$ cat config.mk
export PLATFORM = sky130hd
export DESIGN_NAME = entropy_sample_collector
export DESIGN_NICKNAME = d
export VERILOG_FILES = /design/src/rtl/esc_pkg.sv /design/src/rtl/esc_ctrl.sv /design/src/rtl/esc_datapath.sv /design/src/rtl/entropy_sample_collector.sv
export SDC_FILE = /design/constraint.sdc
export NUM_CORES = 1
export LEC_CHECK = 0
export BUFFER_PORTS_ARGS = -buffer_cell sky130_fd_sc_hd__buf_4
export CAP_MARGIN = 10
export CORE_UTILIZATION = 26
export CTS_CLUSTER_DIAMETER = 40
export DETAILED_ROUTE_END_ITERATION = 8
export PLACE_DENSITY_LB_ADDON = 0.25
export REMOVE_ABC_BUFFERS = 1
export SYNTH_ARGS = -nofsm -noshare
export SYNTH_HDL_FRONTEND = slang
export SYNTH_SLANG_ARGS = --single-unit
$ cat constraint.sdc
create_clock -name clk -period 3.5 [get_ports clk]
set_input_delay 0.35 -clock clk [delete_from_list [all_inputs] [get_ports clk]]
set_output_delay 0.35 -clock clk [all_outputs]
set_load 0.02 [all_outputs]
$ cat src/rtl/esc_pkg.sv
package esc_pkg;
  typedef struct packed {
    logic clear;
    logic sample;
    logic foldLast;
    logic byteLast;
  } escStrobes_t;
endpackage

$ cat src/rtl/esc_ctrl.sv
module esc_ctrl #(
  parameter int CFG_W = 8,
  parameter int FOLD_W = 16,
  parameter int BLOCK_BITS = 512,
  parameter int BYTE_W = 8
) (
  input  logic clk,
  input  logic rstN,
  input  logic runEn,
  input  logic cfgWrEn,
  input  logic [CFG_W-1:0] cfgSampleCycles,
  input  logic [CFG_W-1:0] cfgNoiseBlocks,
  output esc_pkg::escStrobes_t strobes,
  output logic groupDone
);
  localparam int BYTES_PER_BLOCK = BLOCK_BITS / BYTE_W;
  localparam int BYTE_CNT_W = $clog2(BYTES_PER_BLOCK);
  localparam int BIT_CNT_W = $clog2(BYTE_W);

  logic [CFG_W-1:0] sampleCycles;
  logic [CFG_W-1:0] noiseBlocks;
  logic [FOLD_W-1:0] foldCnt;
  logic [FOLD_W-1:0] foldLim;
  logic [BIT_CNT_W-1:0] bitCnt;
  logic [BYTE_CNT_W-1:0] byteCnt;
  logic [CFG_W-1:0] blockCnt;
  logic [CFG_W-1:0] blockLim;
  logic blockLast;

  always_comb begin
    if (sampleCycles == '0) foldLim = '1;
    else foldLim = FOLD_W'(sampleCycles) - FOLD_W'(1);
    if (noiseBlocks == '0) blockLim = '1;
    else blockLim = noiseBlocks - CFG_W'(1);
  end

  always_comb begin
    strobes.clear = !runEn;
    strobes.sample = runEn;
    strobes.foldLast = runEn && (foldCnt == foldLim);
    strobes.byteLast = strobes.foldLast && (bitCnt == BIT_CNT_W'(BYTE_W - 1));
    blockLast = strobes.byteLast && (byteCnt == BYTE_CNT_W'(BYTES_PER_BLOCK - 1));
  end

  always_ff @(posedge clk or negedge rstN) begin
    if (!rstN) begin
      sampleCycles <= CFG_W'(1);
      noiseBlocks <= CFG_W'(1);
    end else if (cfgWrEn && !runEn) begin
      sampleCycles <= cfgSampleCycles;
      noiseBlocks <= cfgNoiseBlocks;
    end
  end

  always_ff @(posedge clk or negedge rstN) begin
    if (!rstN) begin
      foldCnt <= '0;
      bitCnt <= '0;
      byteCnt <= '0;
      blockCnt <= '0;
      groupDone <= 1'b0;
    end else if (!runEn) begin
      foldCnt <= '0;
      bitCnt <= '0;
      byteCnt <= '0;
      blockCnt <= '0;
      groupDone <= 1'b0;
    end else begin
      groupDone <= blockLast && (blockCnt == blockLim);
      if (strobes.foldLast) begin
        foldCnt <= '0;
        bitCnt <= bitCnt + BIT_CNT_W'(1);
      end else begin
        foldCnt <= foldCnt + FOLD_W'(1);
      end
      if (strobes.byteLast) byteCnt <= byteCnt + BYTE_CNT_W'(1);
      if (blockLast) begin
        if (blockCnt == blockLim) blockCnt <= '0;
        else blockCnt <= blockCnt + CFG_W'(1);
      end
    end
  end
endmodule

$ cat src/rtl/esc_datapath.sv
module esc_datapath #(
  parameter int NUM_OSC = 24,
  parameter int BYTE_W = 8
) (
  input  logic clk,
  input  logic rstN,
  input  logic [NUM_OSC-1:0] oscIn,
  input  logic [NUM_OSC-1:0] oscMask,
  input  esc_pkg::escStrobes_t strobes,
  output logic byteValid,
  output logic [BYTE_W-1:0] byteOut
);
  logic [NUM_OSC-1:0] gated;
  logic parityBit;
  logic foldAcc;
  logic foldedBit;
  logic [BYTE_W-1:0] shiftReg;
  logic [BYTE_W-1:0] shiftNext;

  genvar g;
  generate
    for (g = 0; g < NUM_OSC; g++) begin : g_gate
      assign gated[g] = oscIn[g] & oscMask[g];
    end
  endgenerate

  always_comb begin
    parityBit = ^gated;
    foldedBit = foldAcc ^ parityBit;
    shiftNext = {shiftReg[BYTE_W-2:0], foldedBit};
  end

  always_ff @(posedge clk or negedge rstN) begin
    if (!rstN) begin
      foldAcc <= 1'b0;
      shiftReg <= '0;
      byteValid <= 1'b0;
      byteOut <= '0;
    end else if (strobes.clear) begin
      foldAcc <= 1'b0;
      shiftReg <= '0;
      byteValid <= 1'b0;
    end else if (strobes.sample) begin
      byteValid <= strobes.byteLast;
      if (strobes.foldLast) begin
        foldAcc <= 1'b0;
        shiftReg <= shiftNext;
        if (strobes.byteLast) byteOut <= shiftNext;
      end else begin
        foldAcc <= foldedBit;
      end
    end
  end
endmodule

$ cat src/rtl/entropy_sample_collector.sv
module entropy_sample_collector #(
  parameter int NUM_OSC = 24,
  parameter int CFG_W = 8,
  parameter int FOLD_W = 16,
  parameter int BLOCK_BITS = 512
) (
  input  logic clk,
  input  logic rstN,
  input  logic runEn,
  input  logic [NUM_OSC-1:0] oscIn,
  input  logic [NUM_OSC-1:0] oscMask,
  input  logic cfgWrEn,
  input  logic [CFG_W-1:0] cfgSampleCycles,
  input  logic [CFG_W-1:0] cfgNoiseBlocks,
  output logic byteValid,
  output logic [7:0] byteOut,
  output logic groupDone
);
  localparam int BYTE_W = 8;

  esc_pkg::escStrobes_t strobes;

  esc_ctrl #(
    .CFG_W(CFG_W), .FOLD_W(FOLD_W), .BLOCK_BITS(BLOCK_BITS), .BYTE_W(BYTE_W)
  ) ctrl_i (
    .clk(clk), .rstN(rstN), .runEn(runEn), .cfgWrEn(cfgWrEn),
    .cfgSampleCycles(cfgSampleCycles), .cfgNoiseBlocks(cfgNoiseBlocks),
    .strobes(strobes), .groupDone(groupDone)
  );

  esc_datapath #(
    .NUM_OSC(NUM_OSC), .BYTE_W(BYTE_W)
  ) dp_i (
    .clk(clk), .rstN(rstN), .oscIn(oscIn), .oscMask(oscMask),
    .strobes(strobes), .byteValid(byteValid), .byteOut(byteOut)
  );
endmodule

==> flow_summary.ini, run 1 <==
[synth]
syn_area_um2 = 3880
yosysSeqAreaShare_pct = 43.2
synth_area_leaders = dfrtp_1, xnor2_1, nand2_1
synth_warnings = 0
ys.flop_type = dfrtp_1
syn_avg_cell_area_um2 = 9.54
synth_edf_count = 0
synth-seq-cells = 67
synth_top_area_share_pct = 41.9
syn-instance-count = 407
yosysTopAreaCell = dfrtp_1
async_reset_ff_share_pct = 100
synth_cell_types = 55

[sta]
hold_viol = 0
finalSetupViolations = 0
finalMaxSlewViolations = 0
tightestPinTransition_ns = 0.895
max_freq_mhz = 338
clock-skew-final_ns = 0.00946
fin_crit_ns = 2.96
period_share_pct = 84.5
rsz0062_at_grt = no
timing.final.ws_setup_ns = 0.543
slew_headroom_pct = 40.4
fin_setup_tns_ns = 0

[clock_network]
post-cts-setup-buffer-count = 0
htree_num_levels = 3
clk_pin_slew_ns = 0.05
cts-resized-gates = 0
cts_sinks = 67
clock_path_buffers = 2
clockRootBuffer = clkbuf_16
cts_tree = done
hold_buffers = 0
clock_latency_ns = 0.33
numCtsBuffers = 9

[grt]
grt-ovfl-total = 0
antenna_found_initial = 0
grt_pass1_vias = 3093
grt_max_degree = 68
grt_pass1_wl_um = 14700
track_usage_pct = 11.6

[critical_path]
path_cells = inv_1 > ha_1 > and3_1 > or4_4 > a221oi_2 > and3b_1 > nand3_4 > o31ai_1
crit_buf_inv = 1
worstPathRequired_ns = 3.73
reg2reg_depth = 8
critPathLaunchType = flop
r2r_setup_slack_ns = 0.54
cp_top_family = simple AND/OR/NAND/NOR gates
critPathCaptureType = flop
rr_startpoint = ctrl_i.sampleCycles[0]
crit_start = ctrl_i.sampleCycles[0]
crit_path_top_delay_cell = dfstp_2
r2r-end = ctrl_i.blockCnt[4]
cp_slowest_stage_delay_ns = 0.56
cp.arrival_ns = 3.19
critPathMaxFanout = 9
worstSetupPathType = flop to flop

[layout]
layout.nets = 563
drive_gt1_share_pct = 25.6
syn_to_final_growth_pct = 27.6
antennaDiodeCount = 0

[pwr]
ir_worst_vdd_uv = 207
power.leakage_nw = 2.19
powerDensity_nw_per_um2 = 440

[routing]
postRouteAntennaNets = 0
drcViolationCount = 0
routed_wirelength_um = 8560
drtPass1Iterations = 4
drt_iter0_drc = 130
routedWlPerCell_um = 12.6
via_count = 3139
viasPerCell = 4.64

[floorplanning]
initial_core_util_pct = 26.7
core-area_um2 = 14500
fp-row-count = 44
die_x_um = 124
dieArea_um2 = 15400
io_pins = 78
fp.dieH_um = 124

[place]
place_hpwl_um = 6240
portBuffers = 77
gp_congestion = 0.815
pre_cts_slack_ns = 0.554

[status]
status = finished clean

[flow_run]
maxCapViolCount = 0

[min_path]
hp-class = input port to asynchronous set/reset pin
[worst reg2reg max path: stages, from the launching register on]
cell and delay [ns]:
dfstp_2 0.56, inv_1 0.07, ha_1 0.27, and3_1 0.20, or4_4 0.52, a221oi_2 0.35
and3b_1 0.48, nand3_4 0.17, o31ai_1 0.24
[placed cells by master (no fill, tap or decap), types with 2 or more instances in the layout]
| cell | Yosys | routed |
|---|---|---|
| a21oi_1 | 14 | 14 |
| a31oi_1 | 3 | 3 |
| a41oi_1 | 4 | 4 |
| and3_1 | 9 | 9 |
| buf_4 | 0 | 81 |
| clkbuf_1 | 6 | 2 |
| clkbuf_16 | 0 | 9 |
| clkbuf_8 | 0 | 3 |
| dfrtp_1 | 65 | 65 |
| dfstp_2 | 2 | 2 |
| ha_1 | 7 | 7 |
| inv_1 | 18 | 18 |
| mux2_2 | 18 | 18 |
| mux2i_1 | 3 | 3 |
| nand2_1 | 62 | 62 |
| nand2b_1 | 2 | 2 |
| nand3_1 | 18 | 18 |
| nand4_1 | 8 | 8 |
| nor2_1 | 35 | 35 |
| nor3_1 | 8 | 8 |
| nor3_2 | 2 | 2 |
| nor3b_1 | 3 | 3 |
| nor4_1 | 3 | 3 |
| o21ai_0 | 17 | 17 |
| o21bai_1 | 2 | 2 |
| o22ai_1 | 4 | 4 |
| o31ai_1 | 2 | 2 |
| or2_2 | 2 | 2 |
| or3_1 | 4 | 4 |
| or4_1 | 2 | 2 |
| xnor2_1 | 37 | 37 |
| xnor3_1 | 2 | 2 |
| xor2_1 | 18 | 18 |
[worst max-delay path by stage]
stage,end,slack [ns],cells past startpoint
floorplan,ctrl_i.blockCnt[4],0.75,8
global placement,dp_i.shiftReg[6],0.64,9
detailed placement,dp_i.shiftReg[2],0.55,9
CTS,ctrl_i.blockCnt[4],0.53,8
global route,dp_i.shiftReg[3],0.27,8
finish,ctrl_i.blockCnt[4],0.54,8
[synth_stat cells, drive strengths merged (5+ instances only)]
cell    instances
xor2           18
xnor2          37
a41oi           5
nand4           9
ha              7
buf             5
a21oi          14
inv            18
nor2           35
nor3           10
nand2          62
o22ai           5
o21ai          17
dfrtp          65
or3             5
and3            9
clkbuf          6
nand3          19
mux2           18
[area by class of cell]
cell class | count | area [um2]
Clock inverter | 2 | 35.0
Timing Repair Buffer | 81 | 608
Sequential cell | 67 | 1680
Tap cell | 184 | 230
Clock buffer | 14 | 274
Inverter | 18 | 67.6
Fill cell | 1503 | 9580
Multi-Input combinational cell | 311 | 2060
[state kept, by name, summed over array words and instances, names as in the netlist]
signal / cells
ctrl_i.bitCnt: 3
ctrl_i.blockCnt: 8
ctrl_i.byteCnt: 6
ctrl_i.foldCnt: 16
ctrl_i.groupDone: 1
ctrl_i.noiseBlocks: 8
ctrl_i.sampleCycles: 8
dp_i.byteOut: 8
dp_i.byteValid: 1
dp_i.foldAcc: 1
dp_i.shiftReg: 7
[metrics by stage]
step	power (W)	hold WS, ns	instance area (um2)	util [%]	instances
after global placement	0.00126	0.492	4650	32.0	661
after global routing	0.00229	0.204	4960	34.1	677
final	0.00218	0.117	4960	34.1	677
after floorplan	0.00113	0.0544	3810	-	396
after CTS	0.00221	0.175	4960	34.1	677
after detailed placement	0.00127	0.501	4650	32.0	661
[report_power, final]
part / internal (W) / switching, W
Combinational: 0.000214 / 0.000178
Sequential: 0.000813 / 0.0000467
Clock: 0.000609 / 0.000320
Total: 0.00164 / 0.000544
[logic make-up (layout without fill, tap and decap cells)]
family	after synthesis	after routing	share of synthesized area (%)
compound gates	58	58	9.92
xor+xnor	57	57	13.6
fa+ha+maj	7	7	2.26
buf+inv	29	115	3.67
flops	67	67	43.2
mux	21	21	5.99
simple gates	168	168	21.4
[layer usage]
metal / routed length (um) / GRT usage (%) / up-vias
met2: 3980 / 18.6 / 74
met3: 402 / 2.89 / 13
li1: - / - / 1578
met1: 4010 / 14.5 / 1474
met5: 0 / 0 / -
met4: 165 / 5.32 / 0
Power figures use the tool's default switching activity.
==> run 2, diff against run 1 <==
clock period = 2.65 ns   (was 3.5 ns; I/O delays follow)
==> run 2 against run 1 <==
  * Global-route usage up 0.52 points
  * Hold slack lost 0.067 ns
  * Via count is 4.3% higher
  * Power grew 41%
  * Largest power group unchanged
==> flow_summary.ini, run 2 (synthesis gave the netlist of run 1 again) <==
[sta]
tightestPinTransition_ns = 0.847
fin_setup_tns_ns = 0
period_share_pct = 98.3
clock-skew-final_ns = 0.00673
timing.final.ws_setup_ns = 0.0451
max_freq_mhz = 384
rsz0062_at_grt = yes
hold_viol = 0
finalSetupViolations = 0
fin_crit_ns = 2.60
slew_headroom_pct = 43.5
finalMaxSlewViolations = 0

[layout]
layout_commonest_cell = buf_4
fillers = 1511
drive_gt1_share_pct = 32.4
layout.nets = 587
antennaDiodeCount = 0
regMostFlops = ctrl_i.foldCnt
syn_to_final_growth_pct = 36.2
largest_reg_flops = 16
final_cell_mix = buf_4, dfrtp_1, nand2_1

[grt]
antenna_found_initial = 0
grt-ovfl-total = 0
track_usage_pct = 12.1
grt_max_degree = 68
grt_pass1_vias = 3290
grt_pass1_wl_um = 15400

[floorplanning]
core-area_um2 = 14500
dieArea_um2 = 15400
io_pins = 78
fp.dieH_um = 124
initial_core_util_pct = 26.7
fp-row-count = 44
die_x_um = 124

[critical_path]
cp_top_family = simple AND/OR/NAND/NOR gates
r2r_setup_slack_ns = 0.05
path_cells = or3_4 > o21a_1 > or4_4 > a221oi_4 > and3b_2 > buf_6 > nand3_4 > o31ai_2
worstPathRequired_ns = 2.89
cp.arrival_ns = 2.85
worstSetupPathType = flop to flop
crit_buf_inv = 1
critPathLaunchType = flop
critPathMaxFanout = 6
crit_path_top_delay_cell = or4_4
critPathCaptureType = flop
cp_slowest_stage_delay_ns = 0.51

[pwr]
total_power_w = 0.00307
power.leakage_nw = 2.34
powerDensity_nw_per_um2 = 581
ir_worst_vdd_uv = 279

[routing]
routedWlPerCell_um = 12.8
drt_iter0_drc = 92
via_count = 3273
routed_wirelength_um = 8970
postRouteAntennaNets = 0
drtPass1Iterations = 4
viasPerCell = 4.68
drcViolationCount = 0

[clock_network]
hold_buffers = 0
clockRootBuffer = clkbuf_16
htree_num_levels = 3
clock_path_buffers = 2
clock_latency_ns = 0.33
cts_sinks = 67
numCtsBuffers = 9
clk_pin_slew_ns = 0.06
cts_tree = done

[place]
place_hpwl_um = 6540
portBuffers = 77
pre_cts_slack_ns = -0.0293
gp_congestion = 0.821

[min_path]
hp-class = input port to asynchronous set/reset pin

[flow_run]
maxCapViolCount = 0

[status]
status = finished clean
run 2: metrics by stage:
step / cells / instance area (um2) / util (%) / hold slack [ns]
4_1_cts: 696 / 5160 / 35.5 / 0.0871
2_1_floorplan: 396 / 3810 / - / -0.0306
3_5_place_dp: 677 / 4770 / 32.8 / 0.445
3_3_place_gp: 677 / 4770 / 32.8 / 0.433
6_report: 700 / 5290 / 36.4 / 0.0504
5_1_grt: 700 / 5290 / 36.4 / 0.126
run 2: report_power, final:
part | internal, W | switching [W]
Sequential | 0.00107 | 0.0000507
Clock | 0.000908 | 0.000428
Combinational | 0.000335 | 0.000277
Total | 0.00232 | 0.000756
run 2: layout make-up:
class / instances / area, um2 / share of cell area [%]
flip-flops and latches: 67 / 1680 / 31.7
well taps: 184 / 230 / 4.35
repair buffers: 105 / 796 / 15.0
clock inverters: 6 / 105 / 1.99
multi-input cells: 311 / 2190 / 41.3
inverters: 18 / 67.6 / 1.28
clock buffers: 9 / 225 / 4.26
run 2: worst reg2reg max path: stages (launching register included):
cell,delay [ns]
dfrtp_1,0.37
or3_4,0.40
o21a_1,0.19
or4_4,0.51
a221oi_4,0.35
and3b_2,0.27
buf_6,0.13
nand3_4,0.11
o31ai_2,0.18
run 2: what timing repair did:
item / CTS / global route
setup endpoints to repair: 10 / 21
pin swaps: 4 / 7
resized for setup: 5 / 20
buffers inserted: 4 / 4
run 2: worst paths after layout:
path                                        start                    end  cells past startpoint
min reg2reg                      dp_i.shiftReg[6]        dp_i.byteOut[7]                      1
max reg2reg                ctrl_i.sampleCycles[3]     ctrl_i.blockCnt[4]                      8
min in group clk                cfgNoiseBlocks[6]  ctrl_i.noiseBlocks[6]                      3
max                        ctrl_i.sampleCycles[3]     ctrl_i.blockCnt[4]                      8
min                                          rstN  ctrl_i.noiseBlocks[7]                      1
max in group asynchronous                    rstN     ctrl_i.foldCnt[11]                      1
run 2: metal layers:
layer / share of wire (%) / track usage (%) / vias up
li1: - / - / 1621
met1: 46 / 15.1 / 1556
met2: 47 / 19.8 / 84
met3: 5.1 / 3.28 / 12
met4: 1.4 / 4.46 / 0
met5: 0 / 0 / -
